==> src/rtl/snd_regif_pkg.sv <==
package snd_regif_pkg;
  localparam int NUM_VOICES = 3;
  localparam int VOICE_REGS = 7;
  localparam int DW = 8;
  localparam int AW = 5;
  localparam int FREQ_W = 16;
  localparam int PW_W = 12;
  localparam int CUT_W = 11;

  localparam logic [AW-1:0] OFS_CUT_LO = 5'h15;
  localparam logic [AW-1:0] OFS_CUT_HI = 5'h16;
  localparam logic [AW-1:0] OFS_ROUTE  = 5'h17;
  localparam logic [AW-1:0] OFS_MODE   = 5'h18;
  localparam logic [AW-1:0] OFS_POTX   = 5'h19;
  localparam logic [AW-1:0] OFS_POTY   = 5'h1A;
  localparam logic [AW-1:0] OFS_OSC3   = 5'h1B;
  localparam logic [AW-1:0] OFS_ENV3   = 5'h1C;

  typedef struct packed {
    logic [FREQ_W-1:0] freq;
    logic [PW_W-1:0]   pw;
    logic [DW-1:0]     ctrl;
    logic [DW-1:0]     ad;
    logic [DW-1:0]     sr;
  } voice_regs_t;
endpackage

==> src/rtl/snd_voice_regs.sv <==
module snd_voice_regs
  import snd_regif_pkg::*;
#(
  parameter int BASE = 0
) (
  input  logic          clk_i,
  input  logic          rst_ni,
  input  logic          wr_i,
  input  logic [AW-1:0] addr_i,
  input  logic [DW-1:0] wdata_i,
  output voice_regs_t   regs_o
);
  localparam int LAST = BASE + VOICE_REGS - 1;

  logic [AW:0] off;
  logic        hit;

  // unsigned wrap makes offsets below BASE fall out of range
  assign off = {1'b0, addr_i} - (AW+1)'(BASE);
  assign hit = wr_i && (off < (AW+1)'(VOICE_REGS));

  always_ff @(posedge clk_i or negedge rst_ni) begin
    if (!rst_ni) begin
      regs_o <= '0;
    end else if (hit) begin
      case (off[2:0])
        3'd0: regs_o.freq[7:0]       <= wdata_i;
        3'd1: regs_o.freq[15:8]      <= wdata_i;
        3'd2: regs_o.pw[7:0]         <= wdata_i;
        3'd3: regs_o.pw[PW_W-1:8]    <= wdata_i[PW_W-9:0];
        3'd4: regs_o.ctrl            <= wdata_i;
        3'd5: regs_o.ad              <= wdata_i;
        3'd6: regs_o.sr              <= wdata_i;
        default: ;
      endcase
    end
  end


  freq_lo_load_chk: assert property (@(posedge clk_i) disable iff (!rst_ni)
    (wr_i && addr_i == AW'(BASE)) |=> regs_o.freq[7:0] == $past(wdata_i));


  foreign_write_stable_chk: assert property (@(posedge clk_i) disable iff (!rst_ni)
    (wr_i && ((int'(addr_i) + 1 <= BASE) || (int'(addr_i) >= LAST + 1))) |=> $stable(regs_o));


  pw_hi_trunc_chk: assert property (@(posedge clk_i) disable iff (!rst_ni)
    (wr_i && addr_i == AW'(BASE + 3)) |=> regs_o.pw[PW_W-1:8] == $past(wdata_i[PW_W-9:0]));
endmodule

==> src/rtl/snd_filt_regs.sv <==
module snd_filt_regs
  import snd_regif_pkg::*;
(
  input  logic             clk_i,
  input  logic             rst_ni,
  input  logic             wr_i,
  input  logic [AW-1:0]    addr_i,
  input  logic [DW-1:0]    wdata_i,
  output logic [CUT_W-1:0] cutoff_o,
  output logic [3:0]       reso_o,
  output logic             ext_filt_o,
  output logic [2:0]       filt_route_o,
  output logic             v3_off_o,
  output logic [2:0]       fmode_o,
  output logic [3:0]       volume_o
);
  logic [DW-1:0] route_q;
  logic [DW-1:0] mode_q;

  always_ff @(posedge clk_i or negedge rst_ni) begin
    if (!rst_ni) begin
      cutoff_o <= '0;
      route_q  <= '0;
      mode_q   <= '0;
    end else if (wr_i) begin
      case (addr_i)
        OFS_CUT_LO: cutoff_o[2:0]       <= wdata_i[2:0];
        OFS_CUT_HI: cutoff_o[CUT_W-1:3] <= wdata_i;
        OFS_ROUTE:  route_q             <= wdata_i;
        OFS_MODE:   mode_q              <= wdata_i;
        default: ;
      endcase
    end
  end

  assign reso_o       = route_q[7:4];
  assign ext_filt_o   = route_q[3];
  assign filt_route_o = route_q[2:0];
  assign v3_off_o     = mode_q[7];
  assign fmode_o      = mode_q[6:4];
  assign volume_o     = mode_q[3:0];


  cut_hi_keeps_lo_chk: assert property (@(posedge clk_i) disable iff (!rst_ni)
    (wr_i && addr_i == OFS_CUT_HI) |=> $stable(cutoff_o[2:0]));


  cut_lo_keeps_hi_chk: assert property (@(posedge clk_i) disable iff (!rst_ni)
    (wr_i && addr_i == OFS_CUT_LO) |=> $stable(cutoff_o[CUT_W-1:3]));


  unmapped_filt_stable_chk: assert property (@(posedge clk_i) disable iff (!rst_ni)
    (wr_i && addr_i >= OFS_POTX) |=> ($stable(cutoff_o) && $stable(reso_o) && $stable(volume_o)));
endmodule

==> src/rtl/snd_bus_latch.sv <==
module snd_bus_latch
  import snd_regif_pkg::*;
#(
  parameter int LIFE = 8192
) (
  input  logic          clk_i,
  input  logic          rst_ni,
  input  logic          wr_i,
  input  logic [DW-1:0] wdata_i,
  output logic [DW-1:0] latch_o
);
  localparam int CW = $clog2(LIFE + 1);

  logic [CW-1:0] ttl_q;

  always_ff @(posedge clk_i or negedge rst_ni) begin
    if (!rst_ni) begin
      latch_o <= '0;
      ttl_q   <= '0;
    end else if (wr_i) begin
      latch_o <= wdata_i;
      ttl_q   <= CW'(LIFE);
    end else if (ttl_q <= CW'(1)) begin
      latch_o <= '0;
      ttl_q   <= '0;
    end else begin
      ttl_q <= ttl_q - CW'(1);
    end
  end


  ttl_bound_chk: assert property (@(posedge clk_i) disable iff (!rst_ni)
    ttl_q <= CW'(LIFE));


  dead_latch_zero_chk: assert property (@(posedge clk_i) disable iff (!rst_ni)
    (ttl_q == '0) |-> (latch_o == '0));


  write_loads_chk: assert property (@(posedge clk_i) disable iff (!rst_ni)
    wr_i |=> (latch_o == $past(wdata_i) && ttl_q == CW'(LIFE)));


  ttl_step_chk: assert property (@(posedge clk_i) disable iff (!rst_ni)
    (!wr_i && ttl_q > CW'(1)) |=> (ttl_q == $past(ttl_q) - CW'(1) && $stable(latch_o)));
endmodule

==> src/rtl/snd_regif.sv <==
module snd_regif
  import snd_regif_pkg::*;
#(
  parameter int LIFE = 8192
) (
  input  logic                         clk_i,
  input  logic                         rst_ni,
  input  logic                         wr_i,
  input  logic                         rd_i,
  input  logic [AW-1:0]                addr_i,
  input  logic [DW-1:0]                wdata_i,
  input  logic [DW-1:0]                pot_x_i,
  input  logic [DW-1:0]                pot_y_i,
  input  logic [DW-1:0]                osc3_i,
  input  logic [DW-1:0]                env3_i,
  output logic [DW-1:0]                rdata_o,
  output logic [NUM_VOICES*FREQ_W-1:0] freq_o,
  output logic [NUM_VOICES*PW_W-1:0]   pw_o,
  output logic [NUM_VOICES*4-1:0]      wave_o,
  output logic [NUM_VOICES-1:0]        test_o,
  output logic [NUM_VOICES-1:0]        ring_o,
  output logic [NUM_VOICES-1:0]        sync_o,
  output logic [NUM_VOICES-1:0]        gate_o,
  output logic [NUM_VOICES*4-1:0]      attack_o,
  output logic [NUM_VOICES*4-1:0]      decay_o,
  output logic [NUM_VOICES*4-1:0]      sustain_o,
  output logic [NUM_VOICES*4-1:0]      release_o,
  output logic [CUT_W-1:0]             cutoff_o,
  output logic [3:0]                   reso_o,
  output logic                         ext_filt_o,
  output logic [2:0]                   filt_route_o,
  output logic                         v3_off_o,
  output logic [2:0]                   fmode_o,
  output logic [3:0]                   volume_o
);
  voice_regs_t   vregs [NUM_VOICES];
  logic [DW-1:0] bus_latch;

  for (genvar v = 0; v < NUM_VOICES; v++) begin : g_voice
    snd_voice_regs #(.BASE(v * VOICE_REGS)) u_voice (
      .clk_i   (clk_i),
      .rst_ni  (rst_ni),
      .wr_i    (wr_i),
      .addr_i  (addr_i),
      .wdata_i (wdata_i),
      .regs_o  (vregs[v])
    );
    assign freq_o[FREQ_W*v +: FREQ_W] = vregs[v].freq;
    assign pw_o[PW_W*v +: PW_W]       = vregs[v].pw;
    assign wave_o[4*v +: 4]           = vregs[v].ctrl[7:4];
    assign test_o[v]                  = vregs[v].ctrl[3];
    assign ring_o[v]                  = vregs[v].ctrl[2];
    assign sync_o[v]                  = vregs[v].ctrl[1];
    assign gate_o[v]                  = vregs[v].ctrl[0];
    assign attack_o[4*v +: 4]         = vregs[v].ad[7:4];
    assign decay_o[4*v +: 4]          = vregs[v].ad[3:0];
    assign sustain_o[4*v +: 4]        = vregs[v].sr[7:4];
    assign release_o[4*v +: 4]        = vregs[v].sr[3:0];
  end

  snd_filt_regs u_filt (
    .clk_i        (clk_i),
    .rst_ni       (rst_ni),
    .wr_i         (wr_i),
    .addr_i       (addr_i),
    .wdata_i      (wdata_i),
    .cutoff_o     (cutoff_o),
    .reso_o       (reso_o),
    .ext_filt_o   (ext_filt_o),
    .filt_route_o (filt_route_o),
    .v3_off_o     (v3_off_o),
    .fmode_o      (fmode_o),
    .volume_o     (volume_o)
  );

  snd_bus_latch #(.LIFE(LIFE)) u_latch (
    .clk_i   (clk_i),
    .rst_ni  (rst_ni),
    .wr_i    (wr_i),
    .wdata_i (wdata_i),
    .latch_o (bus_latch)
  );

  // read samples the latch before a same-cycle write lands
  always_ff @(posedge clk_i or negedge rst_ni) begin
    if (!rst_ni) begin
      rdata_o <= '0;
    end else if (rd_i) begin
      case (addr_i)
        OFS_POTX: rdata_o <= pot_x_i;
        OFS_POTY: rdata_o <= pot_y_i;
        OFS_OSC3: rdata_o <= osc3_i;
        OFS_ENV3: rdata_o <= env3_i;
        default:  rdata_o <= bus_latch;
      endcase
    end
  end


  live_potx_chk: assert property (@(posedge clk_i) disable iff (!rst_ni)
    (rd_i && addr_i == OFS_POTX) |=> rdata_o == $past(pot_x_i));


  live_env3_chk: assert property (@(posedge clk_i) disable iff (!rst_ni)
    (rd_i && addr_i == OFS_ENV3) |=> rdata_o == $past(env3_i));


  rdata_hold_chk: assert property (@(posedge clk_i) disable iff (!rst_ni)
    !rd_i |=> $stable(rdata_o));


  unmapped_voice_stable_chk: assert property (@(posedge clk_i) disable iff (!rst_ni)
    (wr_i && addr_i >= OFS_POTX) |=> ($stable(freq_o) && $stable(pw_o) && $stable(gate_o)));
endmodule

==> config.mk <==
export PLATFORM = sky130hd
export DESIGN_NAME = snd_regif
export DESIGN_NICKNAME = d
export VERILOG_FILES = /design/src/rtl/snd_regif_pkg.sv /design/src/rtl/snd_voice_regs.sv /design/src/rtl/snd_filt_regs.sv /design/src/rtl/snd_bus_latch.sv /design/src/rtl/snd_regif.sv
export SDC_FILE = /design/constraint.sdc
export NUM_CORES = 1
export LEC_CHECK = 0
export BUFFER_PORTS_ARGS = -buffer_cell sky130_fd_sc_hd__buf_2
export CORE_MARGIN = 3
export CORE_UTILIZATION = 48
export DETAILED_ROUTE_END_ITERATION = 16
export PLACE_DENSITY = 0.77
export SYNTH_ARGS = -nofsm -noshare
export SYNTH_HDL_FRONTEND = slang
export SYNTH_HIERARCHICAL = 1
export SYNTH_SLANG_ARGS = --single-unit
==> constraint.sdc <==
create_clock -name clk_i -period 1.61 [get_ports clk_i]
set_input_delay 0.161 -clock clk_i [delete_from_list [all_inputs] [get_ports clk_i]]
set_output_delay 0.161 -clock clk_i [all_outputs]
set_load 0.01 [all_outputs]
==> summary.md <==
| Metric | Value |
|---|---|
| Result of the run | `finished, violations left` |
| Violations in the final reports | `negative setup slack` |
| Number of warnings printed during yosys synthesis | `6` |
| Hold Path Sink | `rdata_o[1]` |
| I/O pin cnt | `240` |
| Count of maximum capacitance violations | `0` |
| Share of the clock period used by the worst path | `111%` |
| Initial Util | `roughly half` |
| Row count | `roughly 50` |
| Critical path capture point type | `flop` |
| Pins Over Slew Limit | `0` |
| Post-synthesis instance area | `roughly 9000 µm²` |
| DIE WIDTH | `143 µm` |
| Antenna Violating Nets Remaining | `0` |
| Vias in the first global route | `roughly 6.5k` |
| First-pass GRT wire length | `36.2 mm` |
| Hold WC Path Type | `in -> reg` |
| Vias after detailed routing | `6155` |
| DR pass1 iterations | `4` |
| Share of cells above drive strength 1 | `roughly 61%` |
| Total Routed Length | `between 20 and 25 mm` |
| Worst r2r path cells | `5` |
| Syn-to-layout area delta | `30.7%` |
| CP cell instances | `or4_4 > nor4_4 > buf_4 > a21oi_4 > a22o_1` |
| Largest stage delay, worst path | `roughly 570 ps` |
| Flip-flop and latch count after synthesis | `213` |
| Shortest clock period the worst path allows after layout | `~1800 ps` |
| Startpoint type of the worst setup path | `flop` |
| Number of buffers inserted by port buffering | `about 240` |
| Avg Synthesized Cell Area | `between 15 and 20 µm²` |
| Power after layout | `about 16 mW` |
| Unique cell type count in the Yosys netlist | `63` |
| TritonCTS buffer count | `22` |
| Buf/Inv on CP | `1` |
| Worst Min Path Start | `rd_i` |
| Detailed placement HPWL | `~16 mm` |
| Destination of the worst register-to-register timing path | `u_latch/latch_o[0]` |
| Fin cells | `roughly 1.1k` |
| Insertion delay to the later sink of the worst-skew pair | `roughly 490 ps` |
| Crit-path leading delay family | `simple AND/OR/NAND/NOR gates` |
| Max rail drop VDD | `1.17 mV` |
| Hold Path Depth | `3` |
| Maximum number of pins on one net before global-route repair | `60` |
| RSZ-0062 raised after global routing | `true` |
| All-layer global routing usage | `between 20% and 30%` |
| Clock slew seen by the registers of the worst setup and hold paths | `roughly 60 ps` |
| Highest fanout seen on the critical path | `8` |
| Post-route clock skew | `4.17 ps` |
| Clk buf depth | `3` |
| Final global-route overflow total | `0` |
| Origin of the critical flop-to-flop path | `u_latch/ttl_q[7]` |
| Final standard cell area without fillers | `approximately 12000 µm²` |
| Number of H-tree levels | `1` |
| Routed length per placed instance | `between 20 and 25 µm` |
| Height of the die | `143 µm` |
| Transition time of the tightest slew-check pin | `slightly below 700 ps` |
| Areal power density over the cells | `between 1000 and 1500 nW/µm²` |
| Finished Core Util | `between 60% and 70%` |
| Final layout net count | `948` |
| Worst hold-check slack | `approximately 77 ps` |
| Slew margin rel. | `54.6%` |
| Placement-stage cell area | `roughly 11000 µm²` |
| Number of antenna violations at the first check in global routing | `0` |
| Final setup margin | `-171 ps` |
| Final-report setup violation count | `22` |
| Gate count after technology mapping | `590` |
| Die Footprint | `20400 µm²` |
| Standby leakage power | `about 5.8 nW` |
| Remaining routing DRC violations | `0` |
| Leading area contributor after synthesis | `sky130_fd_sc_hd__dfrtp_1` |
| Data required time of the critical path | `~2000 ps` |
| Fraction of post-synthesis cell area in the top cell type by area | `between 50% and 60%` |
| Clock tree from TritonCTS | `built` |
| Synthesized net count | `between 600 and 700` |
| Cell Count Post-Placement | `~1.1k` |
| Vias/cell | `approximately 5.4` |
| Core Region | `18200 µm²` |
| Final hold violation count | `0` |
| Top achievable clock speed | `between 500 and 600 MHz` |
| Number of sinks handled by clock tree synthesis | `around 210` |
| R2R setup slack | `-170 ps` |
| CP Data Arrival Time | `between 2000 and 2500 ps` |
| Sequential area share after synthesis | `approximately three fifths` |
| Routability cong. | `a little over 0.8` |
| Initial drt markers | `around 280` |
| Cell type of the slowest stage on the worst timing path | `sky130_fd_sc_hd__or4_4` |
| Leading cell types by total area after synthesis | `sky130_fd_sc_hd__dfrtp_1, sky130_fd_sc_hd__mux2_2, sky130_fd_sc_hd__mux2_4` |
| Critical path type | `reg -> reg` |
| Clock Tree Root | `sky130_fd_sc_hd__clkbuf_16` |
-- layer usage --
| layer | up-vias | part of all wire [%] | routed length [µm] | global-route usage (%) |
|---|---|---|---|---|
| met5 | - | 0 | 0 | 0 |
| met3 | 38 | 7.4 | 1700 | 5.93 |
| met4 | 0 | 2.2 | 508 | 5.60 |
| met2 | 209 | 48 | 11200 | 37.1 |
| met1 | 3113 | 42 | 9710 | 29.5 |
| li1 | 2795 | - | - | - |
-- layout make-up --
cell class / instances / area, µm²
Tap cell: 229 / 287
Antenna cell: 1 / 2.50
Inverter: 4 / 15.0
Sequential cell: 213 / 5330
Multi-Input combinational cell: 359 / 3660
Clock buffer: 34 / 666
Clock inverter: 5 / 40.0
Timing Repair Buffer: 296 / 1770
Fill cell: 1338 / 6430
-- worst max-delay path by stage --
stage	start	end	slack, ps	cells after the start
final	u_latch/ttl_q[7]	u_latch/latch_o[0]	-170	5
after global routing	u_latch/ttl_q[7]	u_latch/ttl_q[13]	-220	5
after CTS	u_latch/ttl_q[8]	u_latch/ttl_q[3]	-120	4
after detailed placement	addr_i[1]	g_voice[2].u_voice/regs_o[8]	-290	6
after global placement	addr_i[1]	g_voice[2].u_voice/regs_o[45]	-250	5
after floorplan	addr_i[1]	g_voice[2].u_voice/regs_o[8]	-50	5
-- cell usage in the layout, fill, tap and decap left out, drive strengths merged, types with 8 or more instances in the layout --
master  Yosys  routed
nand2       9       9
a21o        8       9
buf        10     294
dfrtp     213     213
clkbuf      5      35
nand3b     12      12
nor2       21      21
mux2i       8       8
o21ai      16      16
a22o        8       8
mux2      183     183
nor2b       9       9
-- worst register-to-register path, delay by kind of cell, from the launching register on --
family                 cells  cell delay (ps)
DFF                        1              380
and+or+nand+nor            2              820
buffers and inverters      1              190
AOI/OAI and AO/OA          2              290
-- cell families after synthesis --
group | count (synthesis) | synth area share, %
fa+ha+maj | 3 | 0.417
xor+xnor | 11 | 1.07
flops | 213 | 59.2
compound gates | 51 | 4.96
simple gates | 102 | 9.02
buf+inv | 19 | 1.24
mux | 191 | 24.1
-- per-stage QoR --
stage | setup TNS (ps) | setup WS (ps)
final | -3250 | -171
after floorplan | -404 | -51.1
after global placement | -20650 | -247
after CTS | -2130 | -123
after global routing | -4350 | -219
after detailed placement | -24200 | -294
-- synth_stat cells (all sizes together) --
master and count:
dfrtp 213, mux2 183, nor2 21, o21ai 16, nand3b 12, buf 10, nand2 9, nor2b 9
a21o 8, a22o 8, mux2i 8, nand4b 7, nor3 7, nor4 7, o221a 7, xor2 7
a31oi 6, clkbuf 5, nand3 5, nor3b 5, inv 4, nor4b 4, xnor2 4, ha 3
or3b 3, a21oi 2, nand4 2, o31ai 2, or3 2, or4b 2, a211o 1, and2 1
and3b 1, and4 1, nand2b 1, nand4bb 1, nor4bb 1, o21ba 1, or4 1
-- where the power goes --
group / total, mW / switching (mW) / internal, mW
clock network: 4.86 / 2.02 / 2.85
logic: 4.39 / 2.19 / 2.20
registers: 7.14 / 0.652 / 6.49
-- flip-flops by register name, summed over array words and instances (netlist names) --
name,flops
u_filt/mode_q,8
u_filt/cutoff_o,11
u_filt/route_q,8
u_latch/latch_o,8
g_voice.u_voice/regs_o,156
rdata_o,8
u_latch/ttl_q,14
-- repair_timing --
action,4_1_cts,5_1_grt
hold buffers,1,0
setup endpoints to repair,22,22
resized for setup,0,10
endpoints found under the hold margin,213,0
buffers inserted,0,3
pin swaps,0,9
cloned,0,1
(Power assumes the default switching activity.)
